$ cat src/rtl/ser_pkg.sv
package ser_pkg;
  localparam int MIN_BITS = 4;
  localparam int CMD_BITS = 8;

  function automatic int eff_bits(input int size_m1);
    return (size_m1 < MIN_BITS - 1) ? MIN_BITS : size_m1 + 1;
  endfunction
endpackage

$ cat src/rtl/ser_fifo.sv
module ser_fifo #(
  parameter int W     = 16,
  parameter int DEPTH = 8,
  localparam int AW   = $clog2(DEPTH)
) (
  input  logic         clk,
  input  logic         rst_n,
  input  logic         push,
  input  logic [W-1:0] push_data,
  input  logic         pop,
  output logic [W-1:0] head,
  output logic         full,
  output logic         empty
);
  logic [W-1:0] mem [DEPTH];
  logic [AW:0]  wptr, rptr;

  assign empty = (wptr == rptr);
  assign full  = (wptr[AW] != rptr[AW]) && (wptr[AW-1:0] == rptr[AW-1:0]);
  assign head  = empty ? '0 : mem[rptr[AW-1:0]];

  always_ff @(posedge clk) begin
    if (push && !full) mem[wptr[AW-1:0]] <= push_data;
  end

  always_ff @(posedge clk or negedge rst_n) begin
    if (!rst_n) begin
      wptr <= '0;
      rptr <= '0;
    end else begin
      if (push && !full) wptr <= wptr + 1'b1;
      if (pop && !empty) rptr <= rptr + 1'b1;
    end
  end
endmodule

$ cat src/rtl/ser_frame_engine.sv
module ser_frame_engine
  import ser_pkg::*;
#(
  parameter int W  = 16,
  localparam int SW = $clog2(W),
  localparam int CW = $clog2(W + CMD_BITS + 1)
) (
  input  logic          clk,
  input  logic          rst_n,
  input  logic          enable,
  input  logic          three_wire,
  input  logic [SW-1:0] size_m1,
  input  logic          bit_tick,
  input  logic [W-1:0]  tx_word,
  input  logic          tx_avail,
  input  logic          rx_space,
  input  logic          ser_in,
  output logic          tx_pop,
  output logic          rx_push,
  output logic [W-1:0]  rx_word,
  output logic          ser_out,
  output logic          active,
  output logic          overrun
);
  logic [CW-1:0] len_new, tx_len_new, shamt;
  logic [CW-1:0] tx_len_q, rx_first_q, total_q, cnt;
  logic [W-1:0]  shreg, rx_sh;
  logic          in_tx, in_rx, last;

  always_comb begin
    len_new    = CW'(eff_bits(int'(size_m1)));
    tx_len_new = three_wire ? CW'(CMD_BITS) : len_new;
    shamt      = CW'(W) - tx_len_new;
  end

  assign tx_pop  = bit_tick && !active && enable && tx_avail;
  assign in_tx   = cnt < tx_len_q;
  assign in_rx   = cnt >= rx_first_q;
  assign last    = active && bit_tick && (cnt == total_q - 1'b1);
  assign rx_word = {rx_sh[W-2:0], ser_in};
  assign rx_push = last && rx_space;
  assign ser_out = active && in_tx && shreg[W-1];

  always_ff @(posedge clk or negedge rst_n) begin
    if (!rst_n) begin
      active     <= 1'b0;
      overrun    <= 1'b0;
      cnt        <= '0;
      tx_len_q   <= '0;
      rx_first_q <= '0;
      total_q    <= '0;
      shreg      <= '0;
      rx_sh      <= '0;
    end else begin
      if (tx_pop) begin
        active     <= 1'b1;
        cnt        <= '0;
        shreg      <= tx_word << shamt;
        rx_sh      <= '0;
        tx_len_q   <= tx_len_new;
        rx_first_q <= three_wire ? CW'(CMD_BITS) : '0;
        total_q    <= three_wire ? CW'(CMD_BITS) + len_new : len_new;
      end else if (active && bit_tick) begin
        if (in_tx) shreg <= shreg << 1;
        if (in_rx) rx_sh <= rx_word;
        cnt <= cnt + 1'b1;
        if (last) active <= 1'b0;
      end
      if (last && !rx_space) overrun <= 1'b1;
    end
  end
endmodule

$ cat src/rtl/ser_word_port.sv
module ser_word_port #(
  parameter int WORD_W = 16,
  parameter int DEPTH  = 8,
  localparam int SW    = $clog2(WORD_W)
) (
  input  logic              clk,
  input  logic              rst_n,
  input  logic              enable,
  input  logic              three_wire,
  input  logic [SW-1:0]     size_m1,
  input  logic              bit_tick,
  input  logic              wr_valid,
  input  logic [WORD_W-1:0] wr_data,
  output logic              wr_ready,
  input  logic              rd_req,
  output logic [WORD_W-1:0] rd_data,
  output logic              rd_avail,
  output logic              tx_empty,
  output logic              rx_full,
  output logic              busy,
  output logic              overrun,
  output logic              ser_out,
  input  logic              ser_in
);
  logic [WORD_W-1:0] tx_head, rx_word;
  logic tx_full, rx_empty, tx_pop, rx_push, eng_active;

  ser_fifo #(.W(WORD_W), .DEPTH(DEPTH)) u_txq (
    .clk(clk), .rst_n(rst_n), .push(wr_valid), .push_data(wr_data),
    .pop(tx_pop), .head(tx_head), .full(tx_full), .empty(tx_empty)
  );

  ser_fifo #(.W(WORD_W), .DEPTH(DEPTH)) u_rxq (
    .clk(clk), .rst_n(rst_n), .push(rx_push), .push_data(rx_word),
    .pop(rd_req), .head(rd_data), .full(rx_full), .empty(rx_empty)
  );

  ser_frame_engine #(.W(WORD_W)) u_eng (
    .clk(clk), .rst_n(rst_n), .enable(enable), .three_wire(three_wire),
    .size_m1(size_m1), .bit_tick(bit_tick), .tx_word(tx_head),
    .tx_avail(!tx_empty), .rx_space(!rx_full), .ser_in(ser_in),
    .tx_pop(tx_pop), .rx_push(rx_push), .rx_word(rx_word),
    .ser_out(ser_out), .active(eng_active), .overrun(overrun)
  );

  assign wr_ready = !tx_full;
  assign rd_avail = !rx_empty;
  assign busy     = eng_active || (enable && !tx_empty);
endmodule

$ cat config.mk
export PLATFORM = sky130hd
export DESIGN_NAME = ser_word_port
export DESIGN_NICKNAME = d
export VERILOG_FILES = /design/src/rtl/ser_pkg.sv /design/src/rtl/ser_fifo.sv /design/src/rtl/ser_frame_engine.sv /design/src/rtl/ser_word_port.sv
export SDC_FILE = /design/constraint.sdc
export NUM_CORES = 1
export LEC_CHECK = 0
export ABC_AREA = 1
export BUFFER_PORTS_ARGS = -buffer_cell sky130_fd_sc_hd__buf_2
export CORE_MARGIN = 10
export CORE_UTILIZATION = 56
export DETAILED_ROUTE_END_ITERATION = 8
export GPL_TIMING_DRIVEN = 0
export PLACE_DENSITY = 0.76
export SLEW_MARGIN = 20
export SYNTH_ARGS = -nofsm -noshare
export SYNTH_HDL_FRONTEND = slang
export SYNTH_SLANG_ARGS = --single-unit
$ cat constraint.sdc
create_clock -name clk -period 3.3 [get_ports clk]
set_input_delay 0.495 -clock clk [delete_from_list [all_inputs] [get_ports clk]]
set_output_delay 0.495 -clock clk [all_outputs]
set_load 0.05 [all_outputs]
==> results of run 1 <==
per-stage QoR:
step | TNS, ns | instances | hold WS [ns] | setup WS, ns
after floorplan | 0 | 1371 | 0.199 | 0.109
after global placement | -129.33 | 1751 | 0.432 | -1.32
after detailed placement | -0.193 | 1772 | 0.354 | -0.0222
after CTS | 0 | 1837 | 0.226 | 0.00107
after global routing | 0 | 1835 | 0.247 | 0.0495
final | 0 | 1836 | 0.238 | 0.136
metal layers:
layer | up-vias | track usage | share of wire
met5 | - | 0 | 0
met4 | 0 | 0.0748 | 0.029
met3 | 95 | 0.0357 | 0.080
met2 | 533 | 0.371 | 0.50
met1 | 5047 | 0.274 | 0.40
li1 | 4945 | - | -
power groups by stage:
stage | clock [uW] | sequential (uW) | combinational [uW]
finish | 4070 | 5730 | 6990
global route | 4280 | 5800 | 7640
CTS | 4100 | 5710 | 6950
detailed placement | 0 | 5780 | 6850
global placement | 0 | 5760 | 6580
floorplan | 0 | 5650 | 4890
registers in the layout, indices dropped and copies added (netlist names):
register          flops
u_eng.rx_first_q      1
u_eng.total_q         5
u_rxq.rptr            4
u_eng.tx_len_q        5
u_txq.wptr            4
u_rxq.wptr            4
u_eng.rx_sh          15
u_eng.active          1
u_txq.mem           128
u_eng.overrun         1
u_eng.cnt             5
u_txq.rptr            4
u_rxq.mem           128
u_eng.shreg          16
cell usage in the layout, fill, tap and decap left out, drive strengths merged, types with 18 or more instances in the layout:
cell type / count
clkbuf: 74
nor2: 205
a21oi: 18
inv: 107
edfxtp: 256
xor2: 18
buf: 111
dfrtp: 65
o21ai: 157
nand4: 29
nand2: 231
nand3: 138
worst max-delay path, stage by stage (launching register included):
cell and delay [ns]:
sky130_fd_sc_hd__dfrtp_1 0.44, sky130_fd_sc_hd__inv_1 0.29, sky130_fd_sc_hd__clkbuf_1 0.51, sky130_fd_sc_hd__o21ai_0 0.26, sky130_fd_sc_hd__a31oi_1 0.31, sky130_fd_sc_hd__buf_2 0.32
Yosys cell counts, drive strengths merged:
master	n	area [um2]
a21boi	1	7.51
a21o	1	7.51
a21oi	18	90.1
a31oi	17	106
a32o	1	10.0
buf	43	304
clkbuf	30	113
clkinv	1	3.75
dfrtp	65	1630
edfxtp	256	7690
ha	15	188
inv	104	400
nand2	231	892
nand3	138	711
nand4	29	181
nor2	205	779
nor3	8	40.0
nor4	1	21.3
o211ai	3	22.5
o21a	1	7.51
o21ai	157	790
o22ai	17	106
or2	4	25.0
xnor2	7	61.3
xor2	18	158
path summary, 6_finish.rpt:
check | slack [ns] | depth (start not counted) | to | startpoint
setup / recovery | 0.14 | 5 | rd_data[5] | u_rxq.rptr[0]
hold / removal | 0.24 | 1 | u_txq.mem[2][3] | wr_data[3]
setup reg to reg | 0.24 | 9 | u_rxq.mem[6][8] | u_eng.total_q[0]
hold reg to reg | 0.45 | 1 | u_eng.overrun | u_eng.overrun
max in group asynchronous | 2.42 | 3 | u_eng.shreg[14] | rst_n
min in group asynchronous | 0.34 | 2 | u_rxq.rptr[2] | rst_n
repair_timing:
item	in CTS	in global routing
endpoints found under the setup margin	17	25
hold buffers	1	0
hold endpoints to repair	9	0
gates resized for setup	9	15
area by class of cell:
class	instances	share of cell area
diodes	1	0.000151
plain buffers	71	0.0259
clock buffers	43	0.0566
clock inverters	21	0.0171
inverters	105	0.0244
multi-input cells	872	0.259
flip-flops and latches	321	0.563
well taps	330	0.0250
repair buffers	72	0.0294
cells by family after synthesis:
group           count (synthesis)  synth area share
buf+inv                       178            0.0572
flops                         321             0.650
compound gates                216            0.0800
simple gates                  616             0.185
xor+xnor                       25            0.0153
fa+ha+maj                      15            0.0131
==> impl_results.rst, run 1 <==
.. list-table::
   :header-rows: 1

   * - Metric
     - Value
   * - Antenna-violating nets left
     - 0
   * - Worst Setup Start Kind
     - flip-flop
   * - Post-synthesis cell area
     - 14300 um2
   * - TritonCTS clock tree
     - built
   * - Final setup violation count
     - 0
   * - Part of the total power dissipated in the clock network
     - 0.242
   * - Maximum fanout along the worst path
     - 11
   * - Layout Skew
     - 0.0269 ns
   * - Total via count after detailed routing
     - 10620
   * - Fraction of power spent switching nets
     - 0.423
   * - Power Dens Cells
     - 1020 nW/um2
   * - Average routed wire per standard cell
     - 19.7 um
   * - Leak pwr
     - 0.00657 uW
   * - Port-buffer cells
     - 50
   * - Highest clock rate
     - 316 MHz
   * - Number of nets in the layout
     - 1521
   * - Clock Path Buffers
     - 3
   * - Detailed Route WL
     - 36100 um
   * - Run status
     - completed
   * - First-pass detailed-route iteration total
     - 6
   * - Switching power
     - 7110 uW
   * - Part of the power in combinational logic
     - 0.416
   * - Synthesized netlist net count
     - 1414
   * - Congestion Overflow GR
     - 0
   * - Global-route usage over all layers
     - 0.217
   * - Seq/Total Area, Yosys
     - 0.650
   * - Number of top-level pins
     - 51
   * - HPWL after DPL
     - 24300 um
   * - Die width
     - 180 um
   * - Register share of total power
     - 0.341
   * - Reported max-cap violation count
     - 0
   * - Wire length of the first global-routing pass
     - 57300 um
   * - Number of global-route vias before repair
     - 10478
   * - Area added between synthesis and finish
     - 15.4%
   * - Vertical die dimension
     - 180 um
   * - Weighted congestion reported at the end of routability-driven placement
     - 0.901
   * - Initial cell density of the core
     - 0.569
   * - Filler cell count in the final layout
     - 1831
   * - Gate count of the mapped netlist
     - 1371
   * - Worst IR Drop VDD
     - 1.06 mV
   * - Clock buffer count from CTS
     - 35
   * - Final hold violation count
     - 0
   * - Area taken by flip-flops and latches
     - 9310 um2
   * - CP endpoint kind
     - output pin
   * - CORE AREA
     - 25200 um2
   * - Clock sink count
     - 321
   * - # Post-CTS Setup Buffers
     - 0
   * - Warnings, synthesis
     - 0
   * - Classification of the worst setup path
     - flip-flop to output pin
   * - Clock slew seen by the registers of the worst setup and hold paths
     - 0.06 ns
   * - Total power consumption of the routed design
     - 16800 uW
   * - Number of cell rows
     - 58
   * - Headroom to the max-slew limit
     - 0.504
   * - Post-layout minimum cycle time
     - 3.16 ns
   * - First-iteration detailed-routing DRC count
     - 1261
   * - Drc violations
     - 0
   * - Transition time at the pin with the least slew margin
     - 0.745 ns
   * - Final cell area excluding filler cells
     - 16500 um2
   * - Clk_lat worst skew
     - 0.54 ns
   * - Endpoint required time on the critical path
     - 2.80 ns
   * - Unique cell type count in the Yosys netlist
     - 38
   * - Crit share post-route
     - 0.959
   * - Detail-routed via count per cell
     - 5.78
   * - HP Class
     - input pin to flip-flop
   * - Core occupancy in the finished layout
     - 0.657
   * - CTS H-Tree Depth
     - 2
   * - RSZ-0062 raised after global routing
     - no
   * - Placed Instance Area
     - 15300 um2
   * - Maximum number of pins on one net before global-route repair
     - 57
   * - Worst path arrival time
     - 2.67 ns
   * - Share of post-route cells with drive strength above 1
     - 0.145
   * - Final-report max-slew violation count
     - 0
   * - Multi-input gate area
     - 4280 um2
   * - Seq cells post-synth
     - 321
   * - Average instance area after synthesis
     - 10.5 um2
   * - Total Die Area
     - 32400 um2
   * - Clock Root Buffer
     - sky130_fd_sc_hd__clkbuf_16
   * - Internal power
     - 9690 uW
   * - Initial antenna violation count
     - 1
(Power assumes the default switching activity.)
==> run 2: changes to the inputs <==
--- a/config.mk
+++ b/config.mk
@@ -12,6 +12,7 @@
 export DETAILED_ROUTE_END_ITERATION = 8
 export GPL_TIMING_DRIVEN = 0
 export PLACE_DENSITY = 0.76
+export SETUP_SLACK_MARGIN = 0.3
 export SLEW_MARGIN = 20
 export SYNTH_ARGS = -nofsm -noshare
 export SYNTH_HDL_FRONTEND = slang
==> impl_results.rst, run 2 (synthesis results as in run 1) <==
.. list-table::
   :header-rows: 1

   * - Metric
     - Value
   * - Run status
     - completed (unchanged)
   * - Crit share post-route
     - 0.891 (was 0.959)
   * - Area added between synthesis and finish
     - 16.8% (was 15.4%)
   * - Clock buffer count from CTS
     - 36 (was 35)
   * - Placed Instance Area
     - 15300 um2 (about the same)
   * - CTS H-Tree Depth
     - 2 (unchanged)
   * - Top library cells by usage in the layout, fill and taps aside
     - 256 x sky130_fd_sc_hd__edfxtp_1, 223 x sky130_fd_sc_hd__nand2_1, 192 x sky130_fd_sc_hd__nor2_1, 134 x sky130_fd_sc_hd__nand3_1, 132 x sky130_fd_sc_hd__o21ai_0 (unchanged)
   * - Vertical die dimension
     - 180 um (unchanged)
   * - Clock slew seen by the registers of the worst setup and hold paths
     - 0.06 ns (about the same)
   * - Hold Slack
     - 0.241 ns (was 0.238 ns)
   * - Power Dens Cells
     - 1020 nW/um2 (about the same)
   * - First-iteration detailed-routing DRC count
     - 1103 (was 1261)
   * - Number of nets in the layout
     - 1533 (was 1521)
   * - HP Class
     - input pin to flip-flop (unchanged)
   * - Initial antenna violation count
     - 2 (was 1)
   * - Number of cell rows
     - 58 (unchanged)
   * - Transition time at the pin with the least slew margin
     - 0.743 ns (was 0.745 ns)
   * - Post-layout minimum cycle time
     - 2.94 ns (was 3.16 ns)
   * - Total Die Area
     - 32400 um2 (unchanged)
   * - Reported max-cap violation count
     - 0 (unchanged)
   * - Final setup violation count
     - 0 (unchanged)
   * - Number of global-route vias before repair
     - 10082 (was 10478)
   * - Share of post-route cells with drive strength above 1
     - 0.157 (was 0.145)
   * - Global-route usage over all layers
     - 0.213 (was 0.217)
   * - Highest clock rate
     - 340 MHz (was 316 MHz)
   * - First-pass detailed-route iteration total
     - 5 (was 6)
   * - Die width
     - 180 um (unchanged)
   * - Initial cell density of the core
     - 0.569 (unchanged)
   * - Internal power
     - 9920 uW (was 9690 uW)
   * - Total via count after detailed routing
     - 10632 (was 10620)
   * - Average routed wire per standard cell
     - 19.3 um (was 19.7 um)
   * - Antenna-violating nets left
     - 0 (unchanged)
   * - Switching power
     - 7080 uW (was 7110 uW)
   * - Clock Root Buffer
     - sky130_fd_sc_hd__clkbuf_16 (unchanged)
   * - Detailed Route WL
     - 35700 um (was 36100 um)
   * - Worst Setup Start Kind
     - flip-flop (unchanged)
   * - RSZ-0062 raised after global routing
     - yes (was no)
   * - Final cell area excluding filler cells
     - 16700 um2 (was 16500 um2)
   * - Fraction of power spent switching nets
     - 0.416 (was 0.423)
   * - CORE AREA
     - 25200 um2 (unchanged)
   * - Worst path arrival time
     - 2.44 ns (was 2.67 ns)
   * - Number of antenna cells inserted
     - 0 (was 1)
   * - Endpoint required time on the critical path
     - 2.80 ns (about the same)
   * - Weighted congestion reported at the end of routability-driven placement
     - 0.923 (was 0.901)
   * - TritonCTS clock tree
     - built (unchanged)
   * - Register share of total power
     - 0.338 (was 0.341)
   * - Detail-routed via count per cell
     - 5.76 (was 5.78)
   * - Clk_lat worst skew
     - 0.52 ns (was 0.54 ns)
   * - Filler cell count in the final layout
     - 1810 (was 1831)
   * - Headroom to the max-slew limit
     - 0.505 (was 0.504)
   * - Congestion Overflow GR
     - 0 (unchanged)
   * - Wire length of the first global-routing pass
     - 55900 um (was 57300 um)
   * - CP endpoint kind
     - output pin (unchanged)
   * - Clock Path Buffers
     - 3 (unchanged)
   * - Part of the total power dissipated in the clock network
     - 0.243 (was 0.242)
   * - HPWL after DPL
     - 23800 um (was 24300 um)
   * - Most common cell after layout, fill and taps aside
     - sky130_fd_sc_hd__edfxtp_1 (unchanged)
   * - Cell total after placement
     - 1768 (was 1772)
   * - Layout Skew
     - 0.0288 ns (was 0.0269 ns)
   * - Drc violations
     - 0 (unchanged)
   * - Classification of the worst setup path
     - flip-flop to output pin (unchanged)
   * - Worst hold path depth
     - 4 (was 1)
   * - R2R cell count
     - 12 (was 9)
   * - Leak pwr
     - 0.00669 uW (was 0.00657 uW)
   * - Maximum fanout along the worst path
     - 10 (was 11)
   * - Final-report max-slew violation count
     - 0 (unchanged)
   * - Non-filler instance count after layout
     - 1847 (was 1836)
   * - Port-buffer cells
     - 50 (unchanged)
   * - Clock sink count
     - 321 (unchanged)
   * - Final hold violation count
     - 0 (unchanged)
   * - Worst IR Drop VDD
     - 0.925 mV (was 1.06 mV)
   * - Part of the power in combinational logic
     - 0.420 (was 0.416)
   * - Maximum number of pins on one net before global-route repair
     - 42 (was 57)
   * - Number of top-level pins
     - 51 (unchanged)
## run 2: power groups by stage
stage	Sequential [uW]	Combinational (uW)	Clock, uW
2_1_floorplan	5650	4890	0
3_3_place_gp	5770	6550	0
3_5_place_dp	5800	6850	0
4_1_cts	5730	7020	4140
5_1_grt	5820	7810	4330
6_report	5740	7140	4120
## run 2: final timing paths
check	startpoint	to	slack, ns
setup / recovery	u_rxq.rptr[0]	rd_data[6]	0.36
hold / removal	wr_valid	u_txq.wptr[0]	0.24
setup reg to reg	u_eng.total_q[0]	u_rxq.mem[6][4]	0.40
hold reg to reg	u_eng.overrun	u_eng.overrun	0.45
max in group asynchronous	rst_n	u_eng.shreg[8]	2.30
min in group asynchronous	rst_n	u_rxq.rptr[0]	0.45
## run 2: layer usage
| metal | GRT usage | part of all wire | routed length [um] |
|---|---|---|---|
| met5 | 0 | 0.00059 | 21 |
| met3 | 0.0299 | 0.067 | 2380 |
| met1 | 0.276 | 0.40 | 14400 |
| met4 | 0.0640 | 0.028 | 994 |
| met2 | 0.365 | 0.50 | 17900 |
## run 2: area by class of cell
| class | instances | area [um2] | area share |
|---|---|---|---|
| clock buffers | 44 | 993 | 0.0593 |
| well taps | 330 | 413 | 0.0247 |
| inverters | 105 | 409 | 0.0244 |
| repair buffers | 81 | 592 | 0.0353 |
| clock inverters | 21 | 251 | 0.0150 |
| flip-flops and latches | 321 | 9320 | 0.556 |
| multi-input cells | 872 | 4310 | 0.257 |
| plain buffers | 73 | 464 | 0.0277 |
## run 2: timing repair
item                                    CTS  global route
hold buffers                              1             0
pin swaps                                 2             3
hold endpoints to repair                 24             0
gates resized for setup                  31            28
setup buffers                             3            10
endpoints found under the setup margin   55            54
## run 2: per-stage QoR
| stage | worst slack, ns | TNS [ns] | total power, uW | utilization |
|---|---|---|---|---|
| finish | 0.361 | 0 | 17000 | 0.665 |
| floorplan | 0.109 | 0 | 10500 | - |
| global route | 0.228 | 0 | 18000 | 0.665 |
| CTS | 0.255 | 0 | 16900 | 0.661 |
| global placement | -1.08 | -69.00 | 12300 | 0.596 |
| detailed placement | 0.0418 | 0 | 12600 | 0.607 |
## run 2: critical path: stages (launching register included)
cell                       delay, ns
sky130_fd_sc_hd__dfrtp_1        0.46
sky130_fd_sc_hd__clkbuf_4       0.26
sky130_fd_sc_hd__clkbuf_4       0.25
sky130_fd_sc_hd__nor2_1         0.07
sky130_fd_sc_hd__o22ai_1        0.25
sky130_fd_sc_hd__o21ai_0        0.14
sky130_fd_sc_hd__a31oi_1        0.25
sky130_fd_sc_hd__buf_4          0.25
